File: src/rtl/gpio_mw_pkg.sv
package gpio_mw_pkg;
  localparam int unsigned NUM_REGS = 4;
  localparam int unsigned NUM_WR   = 3;
  localparam int unsigned STRIDE   = 16;

  typedef enum logic [1:0] {
    SEL_MODE  = 2'd0,
    SEL_DIR   = 2'd1,
    SEL_LEVEL = 2'd2,
    SEL_INPUT = 2'd3
  } reg_sel_e;
endpackage

File: src/rtl/gpio_mw_decode.sv
module gpio_mw_decode #(
  parameter int unsigned ADDR_W    = 8,
  parameter int unsigned ALIAS_OFS = 'h80
) (
  input  logic [ADDR_W-1:0]                 addr_i,
  input  logic                              we_i,
  output logic [gpio_mw_pkg::NUM_WR-1:0]    plain_wr_o,
  output logic [gpio_mw_pkg::NUM_WR-1:0]    mask_wr_o,
  output logic [gpio_mw_pkg::NUM_REGS-1:0]  rd_hit_o
);
  import gpio_mw_pkg::*;

  logic [NUM_REGS-1:0] plain_hit;
  logic [NUM_REGS-1:0] alias_hit;

  for (genvar i = 0; i < NUM_REGS; i++) begin : g_dec
    localparam logic [ADDR_W-1:0] PLAIN_A = ADDR_W'(i * STRIDE);
    localparam logic [ADDR_W-1:0] ALIAS_A = ADDR_W'(i * STRIDE + ALIAS_OFS);
    assign plain_hit[i] = (addr_i == PLAIN_A);
    if (i < NUM_WR) begin : g_alias
      assign alias_hit[i] = (addr_i == ALIAS_A);
      assign plain_wr_o[i] = we_i & plain_hit[i];
      assign mask_wr_o[i]  = we_i & alias_hit[i];
    end else begin : g_ro
      assign alias_hit[i] = 1'b0;
    end
    assign rd_hit_o[i] = plain_hit[i] | alias_hit[i];
  end
endmodule

File: src/rtl/gpio_mw_reg.sv
module gpio_mw_reg #(
  parameter int unsigned W = 8
) (
  input  logic         clk_i,
  input  logic         rst_ni,
  input  logic         wr_i,
  input  logic         mwr_i,
  input  logic [W-1:0] val_i,
  input  logic [W-1:0] msk_i,
  output logic [W-1:0] q_o
);
  logic [W-1:0] q_d;

  always_comb begin
    q_d = q_o;
    if (wr_i)       q_d = val_i;
    else if (mwr_i) q_d = (q_o & ~msk_i) | (val_i & msk_i);
  end

  always_ff @(posedge clk_i or negedge rst_ni) begin
    if (!rst_ni) q_o <= '0;
    else         q_o <= q_d;
  end

  AST_PLAIN_LOAD: assert property (@(posedge clk_i) disable iff (!rst_ni)
    wr_i |=> q_o == $past(val_i));
  AST_MASK_SET: assert property (@(posedge clk_i) disable iff (!rst_ni)
    (mwr_i && !wr_i) |=> ((q_o & $past(msk_i)) == ($past(val_i) & $past(msk_i))));
  AST_MASK_HOLD: assert property (@(posedge clk_i) disable iff (!rst_ni)
    (mwr_i && !wr_i) |=> ((q_o & ~$past(msk_i)) == ($past(q_o) & ~$past(msk_i))));
endmodule

File: src/rtl/gpio_mw_sync.sv
module gpio_mw_sync #(
  parameter int unsigned W = 8
) (
  input  logic         clk_i,
  input  logic         rst_ni,
  input  logic [W-1:0] pin_i,
  output logic [W-1:0] sync_o
);
  logic [W-1:0] meta_q;

  for (genvar i = 0; i < W; i++) begin : g_bit
    always_ff @(posedge clk_i or negedge rst_ni) begin
      if (!rst_ni) begin
        meta_q[i] <= 1'b0;
        sync_o[i] <= 1'b0;
      end else begin
        meta_q[i] <= pin_i[i];
        sync_o[i] <= meta_q[i];
      end
    end
  end

  // edges seen since reset, saturating; arms the latency check
  logic [1:0] age_q;
  always_ff @(posedge clk_i or negedge rst_ni) begin
    if (!rst_ni)              age_q <= '0;
    else if (age_q != 2'd2)   age_q <= age_q + 2'd1;
  end

  AST_SYNC_LATENCY: assert property (@(posedge clk_i) disable iff (!rst_ni)
    (age_q == 2'd2) |-> sync_o == $past(pin_i, 2));
endmodule

File: src/rtl/gpio_port_mw.sv
module gpio_port_mw #(
  parameter int unsigned PINS      = 8,
  parameter int unsigned ADDR_W    = 8,
  parameter int unsigned DATA_W    = 32,
  parameter int unsigned ALIAS_OFS = 'h80
) (
  input  logic              clk_i,
  input  logic              rst_ni,
  input  logic [ADDR_W-1:0] addr_i,
  input  logic              we_i,
  input  logic [DATA_W-1:0] wdata_i,
  output logic [DATA_W-1:0] rdata_o,
  input  logic [PINS-1:0]   pin_i,
  output logic [PINS-1:0]   pad_out_o,
  output logic [PINS-1:0]   pad_oe_o,
  output logic [PINS-1:0]   gpio_mode_o,
  output logic [PINS-1:0]   sync_in_o
);
  import gpio_mw_pkg::*;

  localparam int unsigned PAD_W = DATA_W - PINS;

  logic [NUM_WR-1:0]   plain_wr, mask_wr;
  logic [NUM_REGS-1:0] rd_hit;
  logic [PINS-1:0]     wval, wmsk;
  logic [PINS-1:0]     regs [NUM_REGS];
  logic [PINS-1:0]     rval;

  assign wval = wdata_i[PINS-1:0];
  assign wmsk = wdata_i[2*PINS-1:PINS];

  gpio_mw_decode #(.ADDR_W(ADDR_W), .ALIAS_OFS(ALIAS_OFS)) u_dec (
    .addr_i     (addr_i),
    .we_i       (we_i),
    .plain_wr_o (plain_wr),
    .mask_wr_o  (mask_wr),
    .rd_hit_o   (rd_hit)
  );

  for (genvar i = 0; i < NUM_WR; i++) begin : g_reg
    gpio_mw_reg #(.W(PINS)) u_reg (
      .clk_i  (clk_i),
      .rst_ni (rst_ni),
      .wr_i   (plain_wr[i]),
      .mwr_i  (mask_wr[i]),
      .val_i  (wval),
      .msk_i  (wmsk),
      .q_o    (regs[i])
    );
  end

  gpio_mw_sync #(.W(PINS)) u_sync (
    .clk_i  (clk_i),
    .rst_ni (rst_ni),
    .pin_i  (pin_i),
    .sync_o (regs[SEL_INPUT])
  );

  always_comb begin
    rval = '0;
    for (int i = 0; i < NUM_REGS; i++)
      if (rd_hit[i]) rval |= regs[i];
  end

  assign rdata_o     = {{PAD_W{1'b0}}, rval};
  assign gpio_mode_o = regs[SEL_MODE];
  assign pad_oe_o    = regs[SEL_MODE] & regs[SEL_DIR];
  assign pad_out_o   = regs[SEL_LEVEL];
  assign sync_in_o   = regs[SEL_INPUT];

  AST_INPUT_RO: assert property (@(posedge clk_i) disable iff (!rst_ni)
    (we_i && addr_i == ADDR_W'(SEL_INPUT * STRIDE)) |=>
      ($stable(gpio_mode_o) && $stable(pad_out_o) && $stable(regs[SEL_DIR])));
  AST_RD_ONEHOT: assert property (@(posedge clk_i) disable iff (!rst_ni)
    $onehot0(rd_hit));
endmodule

File: config.mk
export PLATFORM = sky130hd
export DESIGN_NAME = gpio_port_mw
export DESIGN_NICKNAME = d
export VERILOG_FILES = /design/src/rtl/gpio_mw_pkg.sv /design/src/rtl/gpio_mw_decode.sv /design/src/rtl/gpio_mw_reg.sv /design/src/rtl/gpio_mw_sync.sv /design/src/rtl/gpio_port_mw.sv
export SDC_FILE = /design/constraint.sdc
export NUM_CORES = 1
export LEC_CHECK = 0
export ABC_CLOCK_PERIOD_IN_PS = 1800
export BUFFER_PORTS_ARGS = -buffer_cell sky130_fd_sc_hd__buf_4
export CAP_MARGIN = 20
export CORE_MARGIN = 5
export CORE_UTILIZATION = 30
export DETAILED_ROUTE_END_ITERATION = 10
export GPL_TIMING_DRIVEN = 0
export SYNTH_ARGS = -nofsm -noshare
export SYNTH_HDL_FRONTEND = slang
export SYNTH_HIERARCHICAL = 1
export SYNTH_SLANG_ARGS = --single-unit
export TNS_END_PERCENT = 1
File: constraint.sdc
create_clock -name clk_i -period 1.8 [get_ports clk_i]
set_input_delay 0 -clock clk_i [delete_from_list [all_inputs] [get_ports clk_i]]
set_output_delay 0 -clock clk_i [all_outputs]
set_load 0.1 [all_outputs]
# Yosys cells after proc, flatten, opt, wreduce, memory -nomap -nowiden
# Cells that the tools add are included.
totals:
  register_bits: 40
  in_bits: 51
  output_inout_bits: 64
  word_cells: 60
classes:
  bitwise: 21
  n_mux: 10
  eq_ne: 6
  n_reduce_logical: 4
op_table:
  columns: ["op", "count"]
  rows:
  - ["8-bit 2-to-1 mux", 10]
  - ["8-bit OR", 6]
  - ["8-bit bitwise AND", 5]
  - ["8-bit equality test (second input constant)", 3]
  - ["8-bit by 6-bit equality test with 1-bit output (second input constant)", 2]
  - ["8-bit by 5-bit equality test with 1-bit output (second input constant)", 1]
  - ["8-bit zero test", 1]
  - ["8-bit inverter", 1]
  - ["1-bit bitwise AND", 6]
  - ["2-bit nonzero test", 3]
  - ["1-bit OR", 3]

# Logic depth before layout (Yosys ltp)
logic_depth:
  word_depth: 9
  mapped_depth: 6
  depth_no_buf: 4

# By module
# The synthesis kept the hierarchy.
by_module_without_submodules:
  columns: ["mod", "instances", "area_per_inst_um2", "seq_area_each_um2", "cells_per_inst"]
  rows:
  - ["gpio_mw_reg", 3, 409.1, 200.2, 26]
  - ["gpio_port_mw", 1, 427.9, 0.0, 61]
  - ["gpio_mw_sync", 1, 400.4, 400.4, 16]
  - ["gpio_mw_decode", 1, 123.9, 0.0, 18]

# Worst setup path after synthesis
# OpenSTA, ideal clock, no wires.
synth_path:
  path_kind: "in2out"
  startpoint: "in addr_i[1]"
  endpoint: "out rdata_o[0]"
  path_buffers: 2
  required_ns: 1.800
  stages: 6
  setup_slack_ns: -0.053
  arrival_time_ns: 1.853
  path_cell_list: "or4_4 > buf_6 > nor4b_2 > buf_6 > a22oi_1 > nand2_1"
synth_lines:
  columns: ["element", "line_no", "source"]
  rows:
  - ["start: declaration", "gpio_port_mw.sv:9", "input logic [ADDR_W-1:0] addr_i,"]
  - ["8-bit by 6-bit equality test with 1-bit output", "gpio_mw_decode.sv:19", "assign plain_hit[i] = (addr_i == PLAIN_A);"]
  - ["named net rd_hit[3]", "gpio_port_mw.sv:24", "logic [NUM_REGS-1:0] rd_hit;"]
  - ["8-bit 2-to-1 mux", "gpio_port_mw.sv:62", "if (rd_hit[i]) rval |= regs[i];"]
  - ["end: declaration", "gpio_port_mw.sv:12", "output logic [DATA_W-1:0] rdata_o,"]
# The timed path passes the listed nets, and every way through them passes these cells.

# Worst setup path after layout
layout_path:
  startpoint: "in addr_i[1]"
  endpoint: "out rdata_o[3]"
# Same word-level chain as after synthesis.

==> results.json <==
{
  "hold_violations": 0,
  "die_area_sq_um": 9070,
  "yosysTopAreaCell": "dfrtp_1",
  "core_area_sq_um": 7176,
  "grt_max_degree": 41,
  "die_h_um": 95.24,
  "timing.fmax_mhz": 585.2,
  "skew_ns": 0.001342,
  "grt_overflow": 0,
  "tightest_slew_ns": 0.5158,
  "instances_no_fill": 393,
  "via_count": 1663,
  "critPathArrivalTime_ns": 1.71,
  "drc_errors": 0,
  "critPathLaunchType": "input port",
  "area_growth_pct": 46.96,
  "ioPinCount": 115,
  "grt_pass1_vias": 1739,
  "track_usage": 0.1311,
  "holdWs_ns": 0.08490,
  "wl_per_cell_um": 14.61,
  "drtAntennaViolNets": 0,
  "rsz0062_at_grt": "no",
  "io_buffer_count": 74,
  "synth_cells": 173,
  "viasPerCell": 4.232,
  "final_cell_area_sq_um": 3203,
  "cellLeakagePower_nw": 1.654,
  "dp_hpwl_um": 4180,
  "drtPass1Iterations": 4,
  "placed_cells": 369,
  "antenna_found_initial": 0,
  "numCtsBuffers": 5,
  "ys_seq_elements": 40,
  "slew_viol_final": 0,
  "syn_area_sq_um": 2180,
  "ir_worst_vdd_mv": 0.3999,
  "clock_latency_ns": 0.29,
  "routed_wl_um": 5742,
  "drt-initial-drc-count": 34,
  "fin_crit_ns": 1.709,
  "cts_tree": "yes",
  "finalCritPeriodShare": 0.9494,
  "syn_area_per_cell_sq_um": 12.60,
  "path_max_fanout": 10,
  "finalNetCount": 345,
  "grt_pass1_wl_um": 8894,
  "power_density_nw_per_um2": 740.4,
  "row_count": 31,
  "finalSetupViolCount": 0,
  "gp_congestion": 0.7177,
  "max_slew_margin": 0.6561,
  "h-tree-depth": 2,
  "cts.sinks": 40,
  "multi_input_area_sq_um": 973.4,
  "postPlaceCellArea_sq_um": 2948,
  "synth_top_area_share": 0.4592,
  "post_cts_buffers": 0,
  "hold_class": "in -> reg",
  "synthDistinctLibCells": 20,
  "crit_type": "in -> out",
  "status": "finished clean",
  "synthTopCellsByArea": "dfrtp_1, mux2_4, a21oi_2, buf_4, a22oi_1",
  "crit_path_end_kind": "output port",
  "cap_viol_max_count": 0,
  "n_fill_cell": 692,
  "yosysWarnings": 6,
  "clock_path_buffers": 2,
  "ys_seq_area_frac": 0.4592,
  "clk_pin_slew_ns": 0.08,
  "start_util": 0.3037,
  "worstPathRequired_ns": 1.80,
  "fin_util": 0.4464,
  "drive_gt1_frac": 0.5748,
  "root_buffer": "clkbuf_8",
  "regArea_sq_um": 1001,
  "die_w_um": 95.24,
  "num_antenna_cells": 0
}
## logic make-up after synthesis
family / synth area share
mux: 0.1653
flops: 0.4592
other cells: 0.001721
compound gates: 0.1538
buf+inv: 0.1349
simple gates: 0.08496
## final timing paths
| check | start | to | slack, ns | depth (start not counted) |
|---|---|---|---|---|
| max in group asynchronous | rst_ni | u_sync/sync_o[5] | 1.20 | 2 |
| worst min register to register | u_sync/meta_q[4] | u_sync/sync_o[4] | 0.35 | 0 |
| worst max register to register | flip-flop | flip-flop | 1.01 | 1 |
| min in group asynchronous | rst_ni | async pin | 0.24 | 2 |
| worst min-delay path | wdata_i[10] | flip-flop | 0.08 | 3 |
| worst max-delay path | addr_i[1] | rdata_o[3] | 0.09 | 8 |
## per-layer routing
layer | vias up | global-route usage | routed length [um]
li1 | 803 | - | -
met1 | 777 | 0.1768 | 2517
met2 | 75 | 0.2082 | 2643
met5 | - | 0 | 0
met4 | 0 | 0.03486 | 56
met3 | 8 | 0.03394 | 525
## worst max-delay path, cell delays in order
cell     delay, ns
buf_4         0.11
or4_4         0.52
buf_6         0.15
nor4b_2       0.28
buf_6         0.20
a22oi_1       0.08
nand2_1       0.08
buf_4         0.28
## where the power goes
part	internal [W]	total, W	switching [W]
registers	0.000955	0.000998	0.0000427
clock network	0.000264	0.000563	0.000299
logic	0.000215	0.000811	0.000596
## cell usage after synthesis
cell / n
a21oi_2: 24
or4_4: 1
buf_4: 27
mux2_4: 24
nand2_1: 8
nor4_1: 6
nor2_1: 1
or2_2: 1
nor3_1: 2
a22oi_1: 15
buf_6: 7
nand2b_1: 2
buf_2: 1
and2_1: 8
a22oi_2: 1
dfrtp_1: 40
inv_1: 2
nor4b_2: 1
conb_1: 1
or3b_2: 1
## timing repair
action | in CTS | in global routing
setup endpoints to repair | 0 | 2
endpoints found under the hold margin | 72 | 0
hold buffers | 17 | 0
resized for setup | 0 | 2
## per-stage QoR
stage	TNS [ns]	power, W	setup WS [ns]
2_1_floorplan	-0.3558	0.001618	-0.05313
3_3_place_gp	-0.4173	0.001793	-0.03223
3_5_place_dp	-0.3686	0.001799	-0.02933
4_1_cts	0	0.002406	0.08134
5_1_grt	0	0.002471	0.01181
6_report	0	0.002372	0.09107
## cell usage in the layout, fill, tap and decap left out
cell type and count:
a22oi_1 15, nor2_1 1, or4_4 1, mux2_4 24, nor4b_2 1, buf_2 1, buf_4 99, nor4_1 6
nand2_2 1, nand2b_1 2, a21oi_2 24, buf_6 9, inv_1 2, conb_1 24, clkbuf_8 5, and2_1 8
clkbuf_1 1, clkinv_2 1, dlygate4sd3_1 17, or3b_2 1, a22oi_2 1, dfrtp_1 40, or2_2 1, nor3_1 2
nand2_1 7
## final cells by class
class	count	share of cell area
inverters	2	0.002344
clock inverters	1	0.001563
well taps	99	0.03867
multi-input cells	119	0.3039
clock buffers	6	0.02266
repair buffers	91	0.2289
plain buffers	35	0.08945
flip-flops and latches	40	0.3125
No activity file was read; power rests on OpenSTA's default activity.
